File: config.mk
export PLATFORM = sky130hd
export DESIGN_NAME = hw_ret_stack
export DESIGN_NICKNAME = d
export VERILOG_FILES = /design/src/rtl/rs_pkg.sv /design/src/rtl/rs_ptr_ctrl.sv /design/src/rtl/rs_store.sv /design/src/rtl/hw_ret_stack.sv
export SDC_FILE = /design/constraint.sdc
export NUM_CORES = 1
export LEC_CHECK = 0
export ABC_AREA = 1
export BUFFER_PORTS_ARGS = -buffer_cell sky130_fd_sc_hd__buf_2
export CAP_MARGIN = 10
export CELL_PAD_IN_SITES_DETAIL_PLACEMENT = 0
export CELL_PAD_IN_SITES_GLOBAL_PLACEMENT = 1
export CORE_MARGIN = 10
export CORE_UTILIZATION = 45
export CTS_CLUSTER_SIZE = 12
export DETAILED_ROUTE_END_ITERATION = 10
export GPL_ROUTABILITY_DRIVEN = 0
export HOLD_SLACK_MARGIN = 0.12
export PLACE_DENSITY = 0.72
export SETUP_SLACK_MARGIN = 0.1
export SYNTH_ARGS = -nofsm -noshare
export SYNTH_HDL_FRONTEND = slang
export SYNTH_SLANG_ARGS = --single-unit
export TNS_END_PERCENT = 100
File: constraint.sdc
create_clock -name clk -period 5.64 [get_ports clk]
set_input_delay 1.128 -clock clk [delete_from_list [all_inputs] [get_ports clk]]
set_output_delay 1.128 -clock clk [all_outputs]
set_load 0.01 [all_outputs]
File: src/rtl/rs_pkg.sv
package rs_pkg;

    localparam int unsigned RS_DATA_W = 16;
    localparam int unsigned RS_DEPTH  = 16;

    // Combined strobe meaning for one cycle
    typedef enum logic [1:0] {
        RS_IDLE = 2'b00,
        RS_POP  = 2'b01,
        RS_PUSH = 2'b10,
        RS_SWAP = 2'b11
    } rs_op_e;

    function automatic rs_op_e rs_decode(input logic push, input logic pop);
        rs_op_e op;
        unique case ({push, pop})
            2'b10:   op = RS_PUSH;
            2'b01:   op = RS_POP;
            2'b11:   op = RS_SWAP;
            default: op = RS_IDLE;
        endcase
        return op;
    endfunction

endpackage

File: src/rtl/rs_ptr_ctrl.sv
module rs_ptr_ctrl
    import rs_pkg::*;
#(
    parameter int unsigned DEPTH = RS_DEPTH,
    localparam int unsigned PTR_W = $clog2(DEPTH),
    localparam int unsigned CNT_W = PTR_W + 1
) (
    input  logic             clk,
    input  logic             rst_n,
    input  rs_op_e           op,
    input  logic             irq_ret,
    output logic [PTR_W-1:0] sp,
    output logic             wr_en,
    output logic [PTR_W-1:0] wr_addr,
    output logic             ovf,
    output logic             unf,
    output logic             isr_clr
);

    localparam logic [PTR_W-1:0] TOP_IDX = PTR_W'(DEPTH - 1);
    localparam logic [CNT_W-1:0] FULL    = CNT_W'(DEPTH);

    typedef struct packed {
        logic [PTR_W-1:0] sp;
        logic [CNT_W-1:0] cnt;
        logic             ovf;
        logic             unf;
        logic             clr;
    } ctrl_t;

    ctrl_t st_q, st_d;

    function automatic logic [PTR_W-1:0] ptr_inc(input logic [PTR_W-1:0] p);
        return (p == TOP_IDX) ? '0 : p + 1'b1;
    endfunction

    function automatic logic [PTR_W-1:0] ptr_dec(input logic [PTR_W-1:0] p);
        return (p == '0) ? TOP_IDX : p - 1'b1;
    endfunction

    always_comb begin
        st_d     = st_q;
        st_d.clr = 1'b0;
        wr_en    = 1'b0;
        wr_addr  = st_q.sp;
        unique case (op)
            RS_PUSH: begin
                st_d.sp = ptr_inc(st_q.sp);
                wr_en   = 1'b1;
                wr_addr = ptr_inc(st_q.sp);
                if (st_q.cnt == FULL) begin
                    st_d.ovf = 1'b1;
                end else begin
                    st_d.cnt = st_q.cnt + 1'b1;
                end
            end
            RS_POP: begin
                st_d.sp  = ptr_dec(st_q.sp);
                st_d.clr = irq_ret;
                if (st_q.cnt == '0) begin
                    st_d.unf = 1'b1;
                end else begin
                    st_d.cnt = st_q.cnt - 1'b1;
                end
            end
            RS_SWAP: begin
                wr_en    = 1'b1;
                wr_addr  = st_q.sp;
                st_d.clr = irq_ret;
                if (st_q.cnt == '0) begin
                    st_d.cnt = CNT_W'(1);
                end
            end
            default: ;
        endcase
    end

    always_ff @(posedge clk or negedge rst_n) begin
        if (!rst_n) begin
            st_q <= '{sp: TOP_IDX, cnt: '0, ovf: 1'b0, unf: 1'b0, clr: 1'b0};
        end else begin
            st_q <= st_d;
        end
    end

    assign sp      = st_q.sp;
    assign ovf     = st_q.ovf;
    assign unf     = st_q.unf;
    assign isr_clr = st_q.clr;

endmodule

File: src/rtl/rs_store.sv
module rs_store
    import rs_pkg::*;
#(
    parameter int unsigned DATA_W = RS_DATA_W,
    parameter int unsigned DEPTH  = RS_DEPTH,
    localparam int unsigned PTR_W = $clog2(DEPTH)
) (
    input  logic              clk,
    input  logic              wr_en,
    input  logic [PTR_W-1:0]  wr_addr,
    input  logic [DATA_W-1:0] wr_data,
    input  logic [PTR_W-1:0]  rd_addr,
    output logic [DATA_W-1:0] rd_data
);

    // Entries carry no reset: contents are undefined until written
    logic [DATA_W-1:0] mem_q [DEPTH];

    for (genvar i = 0; i < DEPTH; i++) begin : g_word
        always_ff @(posedge clk) begin
            if (wr_en && (wr_addr == PTR_W'(i))) begin
                mem_q[i] <= wr_data;
            end
        end
    end

    assign rd_data = mem_q[rd_addr];

endmodule

File: src/rtl/hw_ret_stack.sv
module hw_ret_stack
    import rs_pkg::*;
#(
    parameter int unsigned DATA_W = RS_DATA_W,
    parameter int unsigned DEPTH  = RS_DEPTH,
    localparam int unsigned PTR_W = $clog2(DEPTH)
) (
    input  logic              clk,
    input  logic              rst_n,
    input  logic              push_i,
    input  logic [DATA_W-1:0] push_data_i,
    input  logic              pop_i,
    input  logic              pop_irq_i,
    output logic [DATA_W-1:0] top_data_o,
    output logic [PTR_W-1:0]  sp_o,
    output logic              isr_clr_o,
    output logic              ovf_o,
    output logic              unf_o
);

    rs_op_e           op;
    logic             wr_en;
    logic [PTR_W-1:0] wr_addr;
    logic [PTR_W-1:0] sp;

    assign op = rs_decode(push_i, pop_i);

    rs_ptr_ctrl #(.DEPTH(DEPTH)) u_ctrl (
        .clk     (clk),
        .rst_n   (rst_n),
        .op      (op),
        .irq_ret (pop_irq_i),
        .sp      (sp),
        .wr_en   (wr_en),
        .wr_addr (wr_addr),
        .ovf     (ovf_o),
        .unf     (unf_o),
        .isr_clr (isr_clr_o)
    );

    rs_store #(.DATA_W(DATA_W), .DEPTH(DEPTH)) u_store (
        .clk     (clk),
        .wr_en   (wr_en),
        .wr_addr (wr_addr),
        .wr_data (push_data_i),
        .rd_addr (sp),
        .rd_data (top_data_o)
    );

    assign sp_o = sp;

endmodule

# Yosys cells after proc, flatten, opt, wreduce, memory -nomap -nowiden
# Memories as Yosys holds them, arrays and structs flattened.
# Cells that the tools add are included.
# W data, S select, Z words.
# totals
ram_bits	256
wordCells	165
memories	1
register_bits	12
# mem_list
name	words	width	rd	rd_clocked_by_memory_dff	wr	line_no	source
u_store.mem_q	16	16	1	0	1	rs_store.sv:17	logic [DATA_W-1:0] mem_q [DEPTH];
# op_classes
n_eq_ne	26
muxes	88
addsub	4
n_reduce_logical	41
# ops
operator	n
$mux W16	15
$reduce_or A16 Y1	15
$mux W4	18
$mux W1	49
$eq A4 B4 Y1 const B	9
$eq A4 B3 Y1 const B	4
$logic_and A1 B1 Y1	16
$mux W5	3
$pmux W5 S3	1
$eq A2 B2 Y1 const B	4
$eq A4 B2 Y1 const B	2
$logic_not A4 Y1	2
$pmux W4 S2	1
$pmux W2 S3	1
$add A5 B1 Y5 const B	1
$eq A5 B5 Y1 const B	1
$logic_not A5 Y1	1
$sub A5 B1 Y5 const B	1
$add A4 B1 Y4 const B	1
$eq A2 B1 Y1 const B	2
$eq A4 B1 Y1 const B	1
$ne A2 B2 Y1 const B	2
$reduce_and A2 Y1	2
$reduce_and A4 Y1	1
5 further kinds	6

# Logic depth before layout (Yosys ltp)
# depth
ltp_word	24
mapped_depth	15
depth_no_buf	14

# By module
# Synthesis repeated with hierarchy kept, for this count alone.
# hier_totals
hier_cells	1197
area_unflattened_um2	12059.1
# by_module_without_submodules
mod	cells_each	area_per_inst_um2	n_inst
rs_store	1060	11059.4	1
rs_ptr_ctrl	135	992.2	1
hw_ret_stack	2	7.5	1

# Worst setup path after synthesis
# Ideal clock, no wire load.
# synth_path
path_type	in2reg
startpoint	input port pop_i
endpoint	memory u_store.mem_q[12][0] (netlist name), enable pin
setup_ps	388
arrival_ps	2689
cell_stages	6
required_ps	5252
path_slack_ps	2562
cell_sequence	inv_1 -> ha_1 -> inv_1 -> o21ai_0 -> nand3_1 -> nor2_1
# synth_via
elab_chain_len	24
# synth_lines
item	line_no	source
start: declaration	hw_ret_stack.sv:12	input logic pop_i,
$eq A2 B2 Y1 / $eq A2 B1 Y1 (equally long branches)	rs_pkg.sv:16	unique case ({push, pop})
$pmux W2 S3 (*)	rs_pkg.sv:16	
$eq A2 B2 Y1	rs_ptr_ctrl.sv:46	unique case (op)
$mux W4 / $reduce_or A2 Y1 (equally long branches)	--	
$eq A4 B1 Y1 / $mux W1 (equally long branches)	rs_store.sv:21, rs_ptr_ctrl.sv:46	
$logic_and A1 B1 Y1	rs_store.sv:21	if (wr_en && (wr_addr == PTR_W'(i))) begin
$mux W1	rs_store.sv:21	
$mux W1 (implied by the code)	rs_store.sv:22	mem_q[i] <= wr_data;
$reduce_or A16 Y1 (no line)	--	
$mux W4 (no line) / $mux W1 (equally long branches) (15 in series)	--	
end: declaration	rs_store.sv:17	
# Every way passes the cells marked *; elsewhere a longest branch is shown, timed or not.

# Final worst setup path
# layout_path
startpoint	register u_ctrl.st_q, in the netlist u_ctrl.sp[1]
endpoint	output port top_data_o[6]
# layout_via
elab_chain_len	1
# layout_lines
item	line_no	source
start: declaration	rs_ptr_ctrl.sv:31	ctrl_t st_q, st_d;
start signal: assignment	rs_ptr_ctrl.sv:80	st_q <= '{sp: TOP_IDX, cnt: '0, ovf: 1'b0, unf: 1'b0, clr: 1'b0};
start signal: assignment	rs_ptr_ctrl.sv:82	st_q <= st_d;
$mem_v2 Z16 W16	--	
end: declaration	hw_ret_stack.sv:14	output logic [DATA_W-1:0] top_data_o,
# Every way passes these cells.

==> metrics.cfg <==
[detailed_routing]
met1_length_um=12100
antenna_left=0
routed_wl_um=27000
top_layer_used=met4
drtIter0Drc=740
wl_met3_um=1870
post_drt_wl_per_cell_um=20.1
via_count=7243
vias_per_cell=5.40
dr.pass1.iters=5
dr_wl_met2_um=12600
drc=0

[cells_and_area]
n_fill_cell=2147
fin_nets=1030
drive_above_1_share_pct=11.8
antenna_cells=0
synthToLayoutAreaGrowth_pct=12.0
seqCellArea_sq_um=8000
multiInputGateArea_sq_um=2780

[clocking]
clkSinkCount=268
post-cts-setup-buffers=0
root_buffer=clkbuf_16
cts_tree=built
cts.path.max_buffers=3
ctsResizeCount=0
path_clk_slew_ns=0.06
cts_buffers=28
worstSkewPairLatency_ns=0.54
htreeDepth=1
postCtsHoldBufs=0

[setup_path]
cp-end-kind=output pin
crit_path_max_fanout=32
critPathMaxStageDelay_ns=0.89
setup.worst_path.start_class=flop
cp_common_cell=nand2_1
crit_family=buffers and inverters
path_cells=inv_1, buf_4, nor2_1, o21ai_1, nand2_1, nand2_1, nand2_1, inv_1, nand2_1, buf_2
worstSetupPathType=reg2out
cp_slowest_cell=dfstp_2
critPathBufInv=4
worstPathRequired_ns=4.51
worstPathArrival_ns=3.14

[timing]
worst_pin_slew_ns=1.08
fin_crit_sh_pct=75.7
finClkSkew_ns=0.0110
rsz0062_at_grt=false
fmax_mhz=234
relSlewSlack_pct=28.1
report.final.slew_viol_count=0
setup_slack_ns=1.37
min_period_ns=4.27
fin_tns_setup_ns=0
hold_violations=0
setup_violations=0

[power_and_ir_drop]
power_per_cell_area_nw_per_um2=511
vdd_drop_max_mv=0.347
leakage_uw=0.00445

[floorplan]
die_w_um=177
die-area_sq_um=31500
dieHeight_um=177
core_area_sq_um=24300
rows=57
ios=44
start_util_pct=45.9

[logic_synthesis]
yosysUniqueCellTypes=32
avgSynthCellArea_sq_um=11.6
synth.top_cell.area_share_pct=68.9
synth_edf_count=256
synth.net_count=992
synthTopCellsByArea=edfxtp_1 (69%), nor2_1 (7.5%), o21ai_0 (5.6%)
synth-seq-cells=268
synth_warnings=0
ys_dominant_reg_cell=edfxtp_1
yosysTopAreaCell=edfxtp_1
synth_area_sq_um=11200
syn-instance-count=963
ys_seq_area_share_pct=71.7
synthArstFlopShare_pct=4.48

[run_status]
status=completed

[global_route]
grt_pass1_wl_um=41300
grt_pass1_vias=6862
grt-ovfl-total=0
antenna_found_initial=0
grt_max_degree=74
grtUsageTotal_pct=17.0

[min_path]
min_path_type=in2async

[placement]
dp_hpwl_um=15700
io_buffers=43
dp_slack_ns=1.84

[job]
max-cap-violations=0

-- Yosys cell counts, types with 2 or more instances --
cell type	number
clkbuf_1	19
nor2_1	222
buf_4	13
inv_1	33
a21oi_1	3
o211ai_1	17
dfrtp_1	8
o21ai_0	124
nand3_1	53
buf_1	2
o21ai_1	23
nand2_1	131
o22ai_1	10
xnor2_1	3
buf_2	19
dfstp_2	4
inv_2	2
ha_1	8
edfxtp_1	256
-- power breakdown --
part / internal, uW / leakage, uW / total (uW) / switching [uW]
clock: 928 / 0.000387 / 1640 / 708
sequential: 2410 / 0.00245 / 2520 / 109
combinational: 675 / 0.00161 / 2230 / 1560
total: 4010 / 0.00445 / 6380 / 2370
-- sequential cells by signal (all words and copies together) (netlist names) --
register	flops
u_store.mem_q	256
u_ctrl.st_q	5
u_ctrl.sp	4
u_ctrl.isr_clr	1
u_ctrl.ovf	1
u_ctrl.unf	1
-- through the flow --
step	power (uW)	instances	cell area [sq um]	util, %	hold WS (ns)
6_report	6380	1341	12500	51.4	0.466
5_1_grt	6780	1341	12500	51.4	0.469
4_1_cts	6430	1341	12500	51.4	0.461
3_5_place_dp	4800	1295	11700	48.1	0.460
3_3_place_gp	4790	1295	11700	48.1	0.458
2_1_floorplan	4030	963	11200	-	0.493
-- logic make-up after synthesis --
group                    count (synthesis)  share of synthesized area, %
AO/OA/AOI/OAI                          183                          8.85
XOR/XNOR                                 4                         0.314
adder cells (fa/ha/maj)                  8                         0.898
buffers and inverters                   91                          3.79
flip-flops                             268                          71.7
AND/OR/NAND/NOR                        409                          14.5
-- worst register-to-register path: stages (launching register included) --
cell	delay, ns
dfstp_2	0.89
buf_4	0.66
ha_1	0.32
inv_1	0.06
o21ai_0	0.18
inv_1	0.07
nand2_1	0.10
nand3_1	0.21
nor2_2	0.90
-- metal layers --
layer / vias up / track usage (%)
met1: 3562 / 24.1
met4: 0 / 4.27
met2: 215 / 26.9
li1: 3438 / -
met5: - / 0
met3: 28 / 2.87
-- final cells by class --
| type | instances | area share [%] |
|---|---|---|
| Clock buffer | 37 | 6.05 |
| Clock inverter | 9 | 0.331 |
| Inverter | 36 | 1.09 |
| Multi-Input combinational cell | 604 | 22.2 |
| Sequential cell | 268 | 64.0 |
| Tap cell | 324 | 3.25 |
| Timing Repair Buffer | 63 | 3.03 |
-- worst paths after layout --
check / from / to / slack [ns] / cells after the start
max: u_ctrl.sp[1] / top_data_o[6] / 1.37 / 10
min: rst_n / u_ctrl.st_q[4] / 0.47 / 1
max reg2reg: u_ctrl.sp[1] / u_store.mem_q[10][3] / 1.87 / 8
min reg2reg: u_ctrl.unf / u_ctrl.unf / 0.47 / 1
max in group asynchronous: rst_n / u_ctrl.sp[1] / 4.89 / 1
min in group clk: u_ctrl.unf / u_ctrl.unf / 0.47 / 1
-- placed cells by master, fill, tap and decap left out, drive strengths merged, types with 8 or more instances in the layout --
master / n
clkinv: 10
o21ai: 148
ha: 8
nand3: 54
o211ai: 17
o22ai: 10
dfrtp: 8
nor2: 222
inv: 34
buf: 63
edfxtp: 256
clkbuf: 37
nand2: 131
Note: power is estimated with default switching activity, not from simulation.
